[config.mk]
export PLATFORM = sky130hd
export DESIGN_NAME = seg_line_loader
export DESIGN_NICKNAME = d
export VERILOG_FILES = /design/src/rtl/seg_loader_pkg.sv /design/src/rtl/seg_nibble_packer.sv /design/src/rtl/seg_sel_control.sv /design/src/rtl/seg_capture_bank.sv /design/src/rtl/seg_line_latch.sv /design/src/rtl/seg_line_loader.sv
export SDC_FILE = /design/constraint.sdc
export NUM_CORES = 1
export LEC_CHECK = 0
export BUFFER_PORTS_ARGS = -buffer_cell sky130_fd_sc_hd__buf_4
export CORE_AREA = 4 4 272 274
export DETAILED_ROUTE_END_ITERATION = 10
export DIE_AREA = 0 0 276 278
export MAX_ROUTING_LAYER = met4
export PLACE_DENSITY = 0.47
export SETUP_SLACK_MARGIN = 0.2
export SYNTH_ARGS = -nofsm -noshare
export SYNTH_HDL_FRONTEND = slang
export SYNTH_SLANG_ARGS = --single-unit
[constraint.sdc]
create_clock -name clk -period 3.15 [get_ports clk]
set_input_delay 0.945 -clock clk [delete_from_list [all_inputs] [get_ports clk]]
set_output_delay 0.945 -clock clk [all_outputs]
set_load 0.01 [all_outputs]
[src/rtl/seg_loader_pkg.sv]
// Package: shared constants and the loader state type.
// Assumes byte-wide internal data; the nibble width is half a byte.
package seg_loader_pkg;

    localparam int BYTE_W = 8;
    localparam int NIB_W  = 4;

    // Loader state: waiting for enable, taking data, or finished for this line.
    typedef enum logic [1:0] {
        LD_ARMED = 2'd0,
        LD_SEL   = 2'd1,
        LD_DONE  = 2'd2
    } ld_state_e;

endpackage

[src/rtl/seg_nibble_packer.sv]
// Module: seg_nibble_packer
// Turns accepted strobes into bytes. In byte mode every accepted strobe is
// a byte. In nibble mode the first nibble is held as the upper half and the
// second completes the byte. Assumes 'take' is already qualified by selection.
// 'flush' drops a pending half byte.
module seg_nibble_packer
    import seg_loader_pkg::*;
(
    input  logic              clk,
    input  logic              rst_n,
    input  logic              flush,
    input  logic              take,
    input  logic              wide,
    input  logic [BYTE_W-1:0] din,
    output logic              byte_vld,
    output logic [BYTE_W-1:0] byte_out
);

    logic             half_q;
    logic [NIB_W-1:0] hi_q;

    // Nibble phase and held upper nibble.
    always_ff @(posedge clk) begin
        if (!rst_n) begin
            half_q <= 1'b0;
            hi_q   <= '0;
        end else if (flush) begin
            half_q <= 1'b0;
        end else if (take && wide) begin
            half_q <= 1'b0;
        end else if (take) begin
            half_q <= ~half_q;
            if (!half_q) begin
                hi_q <= din[NIB_W-1:0];
            end
        end
    end

    // Byte completion and assembled value.
    always_comb begin
        byte_vld = take && (wide || half_q);
        byte_out = wide ? din : {hi_q, din[NIB_W-1:0]};
    end

endmodule

[src/rtl/seg_sel_control.sv]
// Module: seg_sel_control
// Selection state, byte counter and write pointer. The loader arms on
// 'rearm' (the line-pulse falling edge). It becomes selected on a strobe
// seen with the enable low, counts completed bytes, and finishes after
// LINE_BYTES bytes. The slot of the current byte follows the fill
// direction and is split into a one-hot group select and a byte-in-group
// index. Assumes LINE_BYTES is a multiple of GROUP_BYTES.
module seg_sel_control
    import seg_loader_pkg::*;
#(
    parameter int LINE_BYTES  = 30,
    parameter int GROUP_BYTES = 2,
    parameter int NGROUPS     = 15,
    parameter int CNT_W       = 5,
    parameter int BSEL_W      = 1
) (
    input  logic               clk,
    input  logic               rst_n,
    input  logic               rearm,
    input  logic               stb,
    input  logic               en_in_n,
    input  logic               dir_rev,
    input  logic               byte_vld,
    output logic               take,
    output logic               done,
    output logic [NGROUPS-1:0] grp_sel,
    output logic [BSEL_W-1:0]  bsel
);

    localparam logic [CNT_W-1:0] LAST = CNT_W'(LINE_BYTES - 1);

    ld_state_e        state_q;
    logic [CNT_W-1:0] cnt_q;
    logic [CNT_W-1:0] slot;
    int unsigned      slot_i;

    // Strobe acceptance: selected, or armed with the enable seen now.
    always_comb begin
        take = stb && !rearm &&
               ((state_q == LD_SEL) || ((state_q == LD_ARMED) && !en_in_n));
        done = (state_q == LD_DONE);
    end

    // Selection state and byte count for the line.
    always_ff @(posedge clk) begin
        if (!rst_n) begin
            state_q <= LD_ARMED;
            cnt_q   <= '0;
        end else if (rearm) begin
            state_q <= LD_ARMED;
            cnt_q   <= '0;
        end else if (take) begin
            if (state_q == LD_ARMED) begin
                state_q <= LD_SEL;
            end
            if (byte_vld) begin
                if (cnt_q == LAST) begin
                    state_q <= LD_DONE;
                end else begin
                    cnt_q <= cnt_q + 1'b1;
                end
            end
        end
    end

    // Slot of the current byte, split into group and byte position.
    always_comb begin
        slot    = dir_rev ? (LAST - cnt_q) : cnt_q;
        slot_i  = int'(slot);
        bsel    = BSEL_W'(slot_i % GROUP_BYTES);
        grp_sel = '0;
        for (int g = 0; g < NGROUPS; g++) begin
            grp_sel[g] = take && ((slot_i / GROUP_BYTES) == g);
        end
    end

endmodule

[src/rtl/seg_capture_bank.sv]
// Module: seg_capture_bank
// Capture storage, one register set per latch group. A completed byte is
// written into the group picked by the one-hot select, at the byte position
// 'bsel'. Slot s occupies bits 8*s+7..8*s of the flat output. The contents
// survive line pulses and are only overwritten by new data.
module seg_capture_bank
    import seg_loader_pkg::*;
#(
    parameter int NGROUPS     = 15,
    parameter int GROUP_BYTES = 2,
    parameter int BSEL_W      = 1,
    parameter int LINE_BITS   = NGROUPS * GROUP_BYTES * BYTE_W
) (
    input  logic                 clk,
    input  logic                 rst_n,
    input  logic                 wr,
    input  logic [NGROUPS-1:0]   grp_sel,
    input  logic [BSEL_W-1:0]    bsel,
    input  logic [BYTE_W-1:0]    wdata,
    output logic [LINE_BITS-1:0] cap
);

    for (genvar g = 0; g < NGROUPS; g++) begin : g_grp
        logic [GROUP_BYTES-1:0][BYTE_W-1:0] grp_q;

        // Byte writes into this group.
        always_ff @(posedge clk) begin
            if (!rst_n) begin
                grp_q <= '0;
            end else if (wr && grp_sel[g]) begin
                for (int b = 0; b < GROUP_BYTES; b++) begin
                    if (bsel == BSEL_W'(b)) begin
                        grp_q[b] <= wdata;
                    end
                end
            end
        end

        assign cap[g*GROUP_BYTES*BYTE_W +: GROUP_BYTES*BYTE_W] = grp_q;
    end

endmodule

[src/rtl/seg_line_latch.sv]
// Module: seg_line_latch
// Output line register. It loads the whole captured line at once on 'load'.
// Blanking clears it and takes priority over a load.
module seg_line_latch #(
    parameter int W = 240
) (
    input  logic         clk,
    input  logic         rst_n,
    input  logic         blank_n,
    input  logic         load,
    input  logic [W-1:0] din,
    output logic [W-1:0] dout
);

    // Line hold with clear and parallel load.
    always_ff @(posedge clk) begin
        if (!rst_n) begin
            dout <= '0;
        end else if (!blank_n) begin
            dout <= '0;
        end else if (load) begin
            dout <= din;
        end
    end

endmodule

[src/rtl/seg_line_loader.sv]
// Module: seg_line_loader (top)
// Cascadable line loader for a segment column driver. It detects the
// falling edge of the line pulse, routes the enable pins by fill direction
// and wires the packer, the selection control, the capture bank and the
// line latch together. Assumes LINE_BITS is a multiple of GROUP_BITS and
// GROUP_BITS is a multiple of 8. All inputs are synchronous to clk.
module seg_line_loader
    import seg_loader_pkg::*;
#(
    parameter int LINE_BITS  = 240,
    parameter int GROUP_BITS = 16
) (
    input  logic                 clk,
    input  logic                 rst_n,
    input  logic                 shift_stb,
    input  logic [7:0]           pix_in,
    input  logic                 wide_mode,
    input  logic                 dir_rev,
    input  logic                 line_pulse,
    input  logic                 disp_off_n,
    input  logic                 eio_l_in_n,
    input  logic                 eio_r_in_n,
    output logic                 eio_l_out_n,
    output logic                 eio_r_out_n,
    output logic [LINE_BITS-1:0] line_out
);

    localparam int LINE_BYTES  = LINE_BITS / BYTE_W;
    localparam int GROUP_BYTES = GROUP_BITS / BYTE_W;
    localparam int NGROUPS     = LINE_BITS / GROUP_BITS;
    localparam int CNT_W       = $clog2(LINE_BYTES + 1);
    localparam int BSEL_W      = (GROUP_BYTES > 1) ? $clog2(GROUP_BYTES) : 1;

    logic                 lp_q;
    logic                 lp_fall;
    logic                 en_in_n;
    logic                 take;
    logic                 done;
    logic                 byte_vld;
    logic [BYTE_W-1:0]    byte_val;
    logic [NGROUPS-1:0]   grp_sel;
    logic [BSEL_W-1:0]    bsel;
    logic [LINE_BITS-1:0] cap;

    // Line-pulse history for falling-edge detection.
    always_ff @(posedge clk) begin
        if (!rst_n) begin
            lp_q <= 1'b0;
        end else begin
            lp_q <= line_pulse;
        end
    end

    // Edge detect and enable-pin routing by fill direction.
    always_comb begin
        lp_fall     = lp_q && !line_pulse;
        en_in_n     = dir_rev ? eio_r_in_n : eio_l_in_n;
        eio_r_out_n = dir_rev ? 1'b1 : !done;
        eio_l_out_n = dir_rev ? !done : 1'b1;
    end

    seg_nibble_packer u_pack (
        .clk      (clk),
        .rst_n    (rst_n),
        .flush    (lp_fall),
        .take     (take),
        .wide     (wide_mode),
        .din      (pix_in),
        .byte_vld (byte_vld),
        .byte_out (byte_val)
    );

    seg_sel_control #(
        .LINE_BYTES  (LINE_BYTES),
        .GROUP_BYTES (GROUP_BYTES),
        .NGROUPS     (NGROUPS),
        .CNT_W       (CNT_W),
        .BSEL_W      (BSEL_W)
    ) u_sel (
        .clk      (clk),
        .rst_n    (rst_n),
        .rearm    (lp_fall),
        .stb      (shift_stb),
        .en_in_n  (en_in_n),
        .dir_rev  (dir_rev),
        .byte_vld (byte_vld),
        .take     (take),
        .done     (done),
        .grp_sel  (grp_sel),
        .bsel     (bsel)
    );

    seg_capture_bank #(
        .NGROUPS     (NGROUPS),
        .GROUP_BYTES (GROUP_BYTES),
        .BSEL_W      (BSEL_W),
        .LINE_BITS   (LINE_BITS)
    ) u_cap (
        .clk     (clk),
        .rst_n   (rst_n),
        .wr      (byte_vld),
        .grp_sel (grp_sel),
        .bsel    (bsel),
        .wdata   (byte_val),
        .cap     (cap)
    );

    seg_line_latch #(
        .W (LINE_BITS)
    ) u_latch (
        .clk     (clk),
        .rst_n   (rst_n),
        .blank_n (disp_off_n),
        .load    (lp_fall),
        .din     (cap),
        .dout    (line_out)
    );

endmodule


==> impl_metrics.csv, run 1 <==
group,metric,value,unit
detailed_routing,drc,0,
final_layout,final_util,31.81,%
place,place_ws,0.01147,ns
timing,fmax,380.2,MHz
yosys,syn_area,0.01778,sq mm
clocking,cts-buffers-inserted,56,
critical_path,critPathMaxStageDelay,0.60,ns
place,dpl.hpwl,36.42,mm
detailed_routing,totalWireLength,56.62,mm
place,gp_routability_congestion,0.7604,
critical_path,path_class,"reg2reg",
floorplan,dieArea,0.07673,sq mm
clocking,clk_latency,0.61,ns
global_route,grt_max_degree,155,
timing,maxSlewHeadroom,46.07,%
timing,fin_crit_sh,83.49,%
pwr,combPwrFrac,3.3,%
clocking,cts_tree,"done",
yosys,syn_avg_cell_area,8.977,sq um
critical_path,crit_fanout,8,
pwr,clock_power_share,50.4,%
flow_run,drv_cap,0,
detailed_routing,drt_pass1_iterations,5,
clocking,clk_pin_slew,0.07,ns
yosys,ys_warn_count,0,
critical_path,crit_arrival,3.14,ns
place,io_buffer_count,258,
final_layout,drive_above_1_share,19.70,%
global_route,grt_pass1_vias,14020,
detailed_routing,wire_per_inst,17.80,microns
floorplan,start_util,24.92,%
place,dpl-instance-area,0.02074,sq mm
yosys,yosys_register_bits,493,
global_route,grt_pass1_wl,85.96,mm
timing,hold_violations,0,
pwr,total_power,13.53,mW
clocking,cts_sinks,493,
yosys,synth_top_family_by_area,"simple AND/OR/NAND/NOR gates",
pwr,switching_share,22.87,%
timing,setup_slack,0.5201,ns
pwr,switching_power,3.094,mW
pwr,p_per_area,596.1,mW/mm^2
yosys,synth.net_count,2003,
detailed_routing,avgViaCountPerCell,4.380,
detailed_routing,drt_iter0_drc,575,
timing,hold_ws,0.4303,ns
final_layout,stdcell_area,0.02270,sq mm
final_layout,layout.nets,2204,
pwr,p_int,10.44,mW
global_route,grt-ovfl-total,0,
yosys,synth_edf_count,0,
clocking,cts-root-buf,"clkbuf_16",
timing,setup_tns,0,ns
yosys,yosysTopAreaCell,"dfxtp_1",
yosys,yosysTopAreaCellShare,55.50,%
detailed_routing,vias,13930,
timing,post-route-min-period,2.630,ns
clocking,post_cts_resized,0,
critical_path,cp_slowest_cell,"dfxtp_1",
yosys,synth_most_common_cell,"nand2_1",
timing,slew_viol_final,0,
global_route,use_met2,23.99,%
yosys,async_flop_share,0,%
critical_path,crit_required,3.66,ns
floorplan,die_y,278,microns
clocking,cts_buffer_depth,3,
yosys,synth_cells,1981,
final_layout,register_area,0.009869,sq mm
clocking,hold_buffers,0,
timing,finalSetupViolCount,0,
critical_path,cp_cell_sequence,"ha_1 > and2_1 > a21oi_1 > o2bb2ai_2 > and2_1 > mux2i_1",
clocking,htree_levels,2,
global_route,grtUsageTotal,14.63,%
final_layout,stdcell_count,3181,
detailed_routing,ant_nets,0,
timing,rsz0062_at_grt,"false",
global_route,antenna_found_initial,2,
run_status,status,"completed",
yosys,synthTopCellsByCount,"738 x nand2_1, 493 x dfxtp_1, 246 x a21oi_1",
yosys,synth_compound_area_share,7.929,%
pwr,ir_drop,0.3985,mV
yosys,yosysSeqAreaShare,55.50,%
global_route,gr-usage-met1,18.97,%
critical_path,crit_top_cell,"and2_1",
yosys,synthMuxAreaShare,14.12,%
floorplan,coreArea,0.07136,sq mm
yosys,synthAdderAreaFrac,0.3518,%
pwr,leakagePower,9.485,nW
floorplan,ios,259,
yosys,synth_area_leaders,"dfxtp_1 55%, nand2_1 16%, mux2i_1 14%",
final_layout,multi_input_area,0.007342,sq mm
timing,finClkSkew,0.02856,ns
global_route,grt-busiest-layer,"met2",
final_layout,area_delta_synth_final,27.64,%
yosys,synth_top_flop_cell,"dfxtp_1",
min_path,hold_class,"reg2reg",
timing,tightestPinTransition,0.8090,ns
clocking,cts_setup_buffers,0,
final_layout,n_fill_cell,7466,
yosys,yosys.area_share.simple,18.45,%
global_route,groute.layer.met3.usage,2.508,%
pwr,seqPwrFrac,46.3,%
critical_path,critPathLaunchType,"register",
floorplan,die_w,276,microns
yosys,synth_xor_area_share,0.1970,%
critical_path,endpoint_kind,"register",
floorplan,rows,98,
yosys,synth_cell_types,44,
place,place_inst,3074,
-- area by class of cell --
type                       instances  share of cell area [%]
sequential                       493                   43.48
multi-input combinational       1336                   32.34
timing repair buffer             291                   10.26
clock buffer                      80                   7.144
tap                              950                   5.236
clock inverter                    24                   1.439
inverter                           4                 0.06614
antenna                            3                 0.03307
-- power by group through the flow --
stage / Sequential [mW] / Clock [mW] / Combinational, mW
after floorplan: 6.39 / 0 / 0.263
after global placement: 6.40 / 0 / 0.463
after detailed placement: 6.40 / 0 / 0.469
after CTS: 6.26 / 7.06 / 0.469
after global routing: 6.26 / 7.30 / 0.491
final: 6.26 / 6.82 / 0.453
-- sequential cells by signal, indices dropped and copies added (netlist names) --
signal and cells:
u_cap.cap 240, u_latch.dout 240, u_sel.cnt_q 5, u_pack.hi_q 4
u_sel.state_q 2, lp_q 1, u_pack.half_q 1
-- cells by family after synthesis --
family          Yosys count
simple gates            817
flops                   493
compound gates          260
mux                     250
buf+inv                 152
fa+ha+maj                 5
xor+xnor                  4
-- final timing paths --
kind                          startpoint                       endpoint  slack [ns]  cells past startpoint
max reg2reg  u_sel.cnt_q[1]$_SDFFE_PP0P_     u_cap.cap[92]$_SDFFE_PN0P_        0.52                      6
min           u_cap.cap[26]$_SDFFE_PN0P_  u_latch.dout[26]$_SDFFE_PN0P_        0.43                      2
max          u_sel.cnt_q[1]$_SDFFE_PP0P_     u_cap.cap[92]$_SDFFE_PN0P_        0.52                      6
min reg2reg   u_cap.cap[26]$_SDFFE_PN0P_  u_latch.dout[26]$_SDFFE_PN0P_        0.43                      2
-- cells in the final DEF, fill, tap and decap left out, types with 3 or more instances in the layout --
cell type / count
mux2_2: 4
and2_1: 6
nand3_1: 5
ha_1: 5
buf_12: 11
nor2_1: 10
clkinv_2: 7
nor3_4: 3
and3_1: 3
clkinv_4: 4
clkinvlp_4: 3
clkbuf_8: 14
nand2_1: 729
nor2b_1: 7
clkbuf_1: 11
bufinv_16: 6
a21oi_1: 246
inv_1: 4
diode_2: 3
dfxtp_1: 493
buf_4: 279
clkbuf_16: 56
mux2i_1: 245
nand4_1: 3
nand2_2: 33
-- layer usage --
metal | routed length [microns] | vias to the layer above
met2 | 26770 | 275
met4 | 1170 | 0
li1 | - | 6872
met3 | 2283 | 81
met5 | 0 | -
met1 | 26390 | 6704
-- critical path: cells and delay by family, from the launching register on --
kind | cells | cell delay, ns
AND/OR/NAND/NOR | 2 | 0.72
flip-flops | 1 | 0.60
AO/OA/AOI/OAI | 2 | 0.59
adder cells (fa/ha/maj) | 1 | 0.34
multiplexers | 1 | 0.28
No activity file was read; power rests on OpenSTA's default activity.
==> run 2, diff against run 1 <==
==> constraint.sdc (replaced) <==
create_clock -name clk -period 2.59 [get_ports clk]
set_input_delay 0.777 -clock clk [delete_from_list [all_inputs] [get_ports clk]]
set_output_delay 0.777 -clock clk [all_outputs]
set_load 0.01 [all_outputs]
==> impl_metrics.csv, run 2 (synthesis gave the netlist of run 1 again) <==
group,metric,value,unit
run_status,status,"completed",
clocking,htree_levels,2,
detailed_routing,drc,0,
timing,fmax,444.4,MHz
critical_path,path_buf_inv,2,
min_path,min-delay-start,"line_pulse",
timing,slew_viol_final,0,
final_layout,area_delta_synth_final,29.91,%
global_route,grt_pass1_wl,87.70,mm
global_route,grt_pass1_vias,14250,
timing,hold_violations,0,
floorplan,dieArea,0.07673,sq mm
final_layout,stdcell_area,0.02310,sq mm
pwr,p_per_area,719.9,mW/mm^2
floorplan,die_y,278,microns
timing,fin_crit_sh,86.88,%
detailed_routing,wire_per_inst,18.07,microns
critical_path,crit_top_cell,"inv_1",
place,io_buffer_count,258,
detailed_routing,totalWireLength,57.77,mm
final_layout,mostFrequentLayoutCell,"nand2_1",
critical_path,cp_slowest_cell,"dfxtp_1",
critical_path,crit_fanout,8,
pwr,ir_drop,0.4896,mV
timing,finClkSkew,0.03176,ns
place,dpl.hpwl,37.32,mm
place,dpl-instance-area,0.02090,sq mm
final_layout,final_util,32.37,%
detailed_routing,ant_nets,0,
final_layout,final_cell_mix,"729 x nand2_1, 493 x dfxtp_1, 288 x buf_4",
critical_path,crit_required,3.06,ns
clocking,cts-buffers-inserted,55,
critical_path,timing.rr.start,"u_sel.cnt_q[1]$_SDFFE_PP0P_",
final_layout,drive_above_1_share,20.77,%
global_route,grtUsageTotal,14.99,%
timing,post-route-min-period,2.250,ns
floorplan,die_w,276,microns
timing,finalSetupViolCount,0,
place,gp_routability_congestion,0.7707,
timing,rsz0062_at_grt,"false",
detailed_routing,drt_iter0_drc,664,
clocking,clk_pin_slew,0.06,ns
pwr,leakagePower,9.786,nW
clocking,cts_tree,"done",
final_layout,n_fill_cell,7452,
global_route,grt-ovfl-total,0,
clocking,clk_latency,0.62,ns
critical_path,path_class,"reg2reg",
critical_path,endpoint_kind,"register",
clocking,cts_sinks,493,
floorplan,rows,98,
critical_path,crit_arrival,2.72,ns
critical_path,critPathMaxStageDelay,0.49,ns
min_path,hold_class,"in2reg",
detailed_routing,drt_pass1_iterations,4,
critical_path,critPathLaunchType,"register",
critical_path,cp_cell_sequence,"inv_1 > ha_1 > inv_1 > a31oi_1 > nor3_4 > nand2_2 > mux2i_1",
flow_run,drv_cap,0,
timing,tightestPinTransition,0.7227,ns
timing,maxSlewHeadroom,51.82,%
detailed_routing,avgViaCountPerCell,4.377,
floorplan,start_util,24.92,%
floorplan,coreArea,0.07136,sq mm
floorplan,ios,259,
global_route,grt_max_degree,129,
clocking,cts-root-buf,"clkbuf_16",
global_route,antenna_found_initial,4,
final_layout,layout.nets,2222,
critical_path,critPathLaunch,"u_sel.cnt_q[1]$_SDFFE_PP0P_",
detailed_routing,vias,13990,
clocking,cts_buffer_depth,3,
critical_path,critPathTopFamily,"simple AND/OR/NAND/NOR gates",
run 2: worst paths after layout:
kind,endpoint,slack [ns],cells after the start
max,u_cap.cap[65]$_SDFFE_PN0P_,0.34,7
min,lp_q$_SDFF_PN0_,0.43,2
max reg2reg,u_cap.cap[65]$_SDFFE_PN0P_,0.34,7
min reg2reg,u_latch.dout[95]$_SDFFE_PN0P_,0.44,2
run 2: power breakdown:
group | total [mW] | switching, mW | internal, mW
Clock | 8.44 | 3.33 | 5.11
Sequential | 7.61 | 0.0145 | 7.60
Combinational | 0.581 | 0.444 | 0.138
run 2: area by class of cell:
cell class	instances	area, sq um	area share (%)
Inverter	4	15.01	0.06499
Multi-Input combinational cell	1336	7430	32.16
Clock inverter	24	327.8	1.419
Antenna cell	2	5.005	0.02166
Clock buffer	77	1670	7.230
Timing Repair Buffer	310	2596	11.24
Sequential cell	493	9869	42.72
Tap cell	950	1189	5.145
run 2: through the flow:
step           total power, mW  cells  worst slack, ns  TNS [ns]  hold WS [ns]
2_1_floorplan            8.094   1981           0.3928         0        0.4321
3_3_place_gp             8.362   3087          -0.2147    -9.265        0.4363
3_5_place_dp             8.366   3087          -0.2708    -14.01        0.4434
4_1_cts                  16.92   3190           0.1381         0        0.3848
5_1_grt                  17.27   3196           0.2253         0        0.4206
6_report                 16.63   3196           0.3398         0        0.4269
run 2: timing repair:
item,CTS,global route
hold buffers,0,0
endpoints found under the setup margin,111,118
gates resized for setup,10,7
endpoints found under the hold margin,0,0
pin swaps,1,2
buffers inserted,2,4
run 2: worst register-to-register path: stages (launching register included):
cell and delay (ns):
dfxtp_1 0.49, inv_1 0.10, ha_1 0.36, inv_1 0.08, a31oi_1 0.12, nor3_4 0.45
nand2_2 0.32, mux2i_1 0.20
run 2: metal layers:
| metal | routed length, microns | global-route usage [%] | vias to the layer above |
|---|---|---|---|
| met4 | 984 | 3.059 | 0 |
| li1 | - | - | 6913 |
| met2 | 27750 | 24.87 | 265 |
| met3 | 2546 | 2.911 | 73 |
| met1 | 26490 | 19.16 | 6738 |
| met5 | 0 | - | - |
==> run 3, diff against run 2 <==
--- a/config.mk
+++ b/config.mk
@@ -6,9 +6,9 @@
 export NUM_CORES = 1
 export LEC_CHECK = 0
 export BUFFER_PORTS_ARGS = -buffer_cell sky130_fd_sc_hd__buf_4
-export CORE_AREA = 4 4 272 274
+export CORE_AREA = 4 4 244 306
 export DETAILED_ROUTE_END_ITERATION = 10
-export DIE_AREA = 0 0 276 278
+export DIE_AREA = 0 0 248 310
 export MAX_ROUTING_LAYER = met4
 export PLACE_DENSITY = 0.47
 export SETUP_SLACK_MARGIN = 0.2
==> impl_metrics.csv, run 3 (synthesis gave the netlist of run 1 again) <==
group,metric,value,unit
min_path,hold_class,"reg2reg",
critical_path,path_class,"in2out",
detailed_routing,vias,13920,
critical_path,timing.rr.start,"u_sel.cnt_q[1]$_SDFFE_PP0P_",
clocking,cts-root-buf,"clkbuf_16",
flow_run,drv_cap,0,
place,place_inst,3102,
clocking,hold_buffers,0,
global_route,grt-ovfl-total,0,
floorplan,ios,259,
clocking,clk_pin_slew,0.06,ns
clocking,clk_latency,0.60,ns
critical_path,critPathMaxStageDelay,0.23,ns
critical_path,critPathTopFamily,"buffers and inverters",
final_layout,area_delta_synth_final,28.00,%
final_layout,final_cell_mix,"729 x nand2_1, 493 x dfxtp_1, 294 x buf_4",
critical_path,crit_fanout,19,
final_layout,register_area,0.009869,sq mm
place,place_ws,-0.03168,ns
min_path,min-delay-start,"u_cap.cap[205]$_SDFFE_PN0P_",
final_layout,antenna_cells,0,
detailed_routing,ant_nets,0,
floorplan,start_util,24.80,%
floorplan,rows,110,
pwr,seqPwrFrac,48.6,%
clocking,cts_tree,"done",
floorplan,coreArea,0.07171,sq mm
detailed_routing,wire_per_inst,17.76,microns
timing,hold_violations,0,
pwr,leakagePower,9.531,nW
critical_path,path_buf_inv,3,
pwr,p_int,12.08,mW
critical_path,crit_top_cell,"buf_4",
detailed_routing,drt_pass1_iterations,6,
critical_path,reg2reg_to,"u_cap.cap[14]$_SDFFE_PN0P_",
floorplan,die_w,248,microns
timing,setup_slack,0.3164,ns
clocking,htree_levels,2,
timing,rsz0062_at_grt,"true",
global_route,antenna_found_initial,0,
pwr,clock_power_share,47.7,%
final_layout,stdcell_count,3191,
timing,fmax,439.8,MHz
clocking,post_cts_resized,0,
global_route,grtUsageTotal,14.77,%
floorplan,die_y,310,microns
place,io_buffer_count,258,
critical_path,cp_cell_sequence,"buf_4 > buf_4 > nand3b_1 > buf_4",
timing,fin_crit_sh,87.78,%
global_route,grt_pass1_vias,14010,
final_layout,mostFrequentLayoutCell,"nand2_1",
place,gp_routability_congestion,0.7614,
detailed_routing,drc,0,
critical_path,reg2reg_slack,0.33,ns
timing,hold_ws,0.4477,ns
timing,slew_viol_final,0,
clocking,cts_sinks,493,
timing,post-route-min-period,2.274,ns
final_layout,layout.nets,2227,
detailed_routing,totalWireLength,56.68,mm
critical_path,crit_arrival,1.50,ns
pwr,p_per_area,687.5,mW/mm^2
pwr,switching_power,3.565,mW
floorplan,dieArea,0.07688,sq mm
detailed_routing,avgViaCountPerCell,4.362,
critical_path,reg2reg_depth,6,
clocking,cts_setup_buffers,0,
critical_path,critPathLaunch,"dir_rev",
timing,finalSetupViolCount,0,
timing,maxSlewHeadroom,43.55,%
critical_path,crit_required,1.81,ns
clocking,cts-buffers-inserted,53,
final_layout,multi_input_area,0.007342,sq mm
critical_path,endpoint,"eio_r_out_n",
place,dpl.hpwl,36.83,mm
final_layout,n_fill_cell,7474,
critical_path,path_depth,4,
timing,tightestPinTransition,0.8468,ns
critical_path,endpoint_kind,"output pin",
run_status,status,"completed",
pwr,combPwrFrac,3.7,%
pwr,switching_share,22.78,%
global_route,grt_max_degree,124,
global_route,grt_pass1_wl,85.02,mm
detailed_routing,drt_iter0_drc,692,
timing,finClkSkew,0.03436,ns
pwr,ir_drop,0.3960,mV
clocking,cts_buffer_depth,3,
final_layout,drive_above_1_share,20.14,%
critical_path,critPathLaunchType,"input port",
critical_path,cp_slowest_cell,"nand3b_1",
run 3: final cells by class:
cell class,count,area share (%)
clock inverters,19,0.9785
clock buffers,70,6.415
flip-flops and latches,493,43.36
inverters,4,0.06596
well taps,952,5.233
multi-input cells,1336,32.26
repair buffers,317,11.69
run 3: worst min path at each step:
stage,end,slack [ns],cells past startpoint
6_report,u_latch.dout[205]$_SDFFE_PN0P_,0.45,2
5_1_grt,lp_q$_SDFF_PN0_,0.42,2
4_1_cts,lp_q$_SDFF_PN0_,0.41,2
3_5_place_dp,u_latch.dout[207]$_SDFFE_PN0P_,0.44,2
3_3_place_gp,u_latch.dout[184]$_SDFFE_PN0P_,0.44,2
2_1_floorplan,u_latch.dout[0]$_SDFFE_PN0P_,0.43,2
run 3: power by group through the flow:
| stage | Clock, mW | Sequential (mW) | Combinational [mW] |
|---|---|---|---|
| 6_report | 7.46 | 7.61 | 0.574 |
| 3_5_place_dp | 0 | 7.78 | 0.592 |
| 2_1_floorplan | 0 | 7.77 | 0.320 |
| 4_1_cts | 7.74 | 7.61 | 0.593 |
| 3_3_place_gp | 0 | 7.78 | 0.587 |
| 5_1_grt | 8.04 | 7.61 | 0.624 |
run 3: worst min-delay path, cell delays in order (launching register included):
cell	delay (ns)
dfxtp_1	0.31
nand2_1	0.05
a21oi_1	0.05
run 3: metrics by stage:
step           total power, mW  TNS, ns  util (%)  cell area (sq um)
2_1_floorplan            8.094        0         -              17780
3_3_place_gp             8.366  -0.6452     29.40              21080
3_5_place_dp             8.372  -0.5543     29.40              21080
4_1_cts                  15.94        0     31.74              22760
5_1_grt                  16.27        0     31.74              22760
6_report                 15.65        0     31.74              22760
run 3: metal layers:
metal  routed length, microns  vias to the layer above  track usage [%]
met5                        0                        -                -
met4                     1391                        0            3.990
met3                     2015                       71            2.086
met2                    28320                      238            25.61
met1                    24950                     6710            18.01
li1                         -                     6900                -
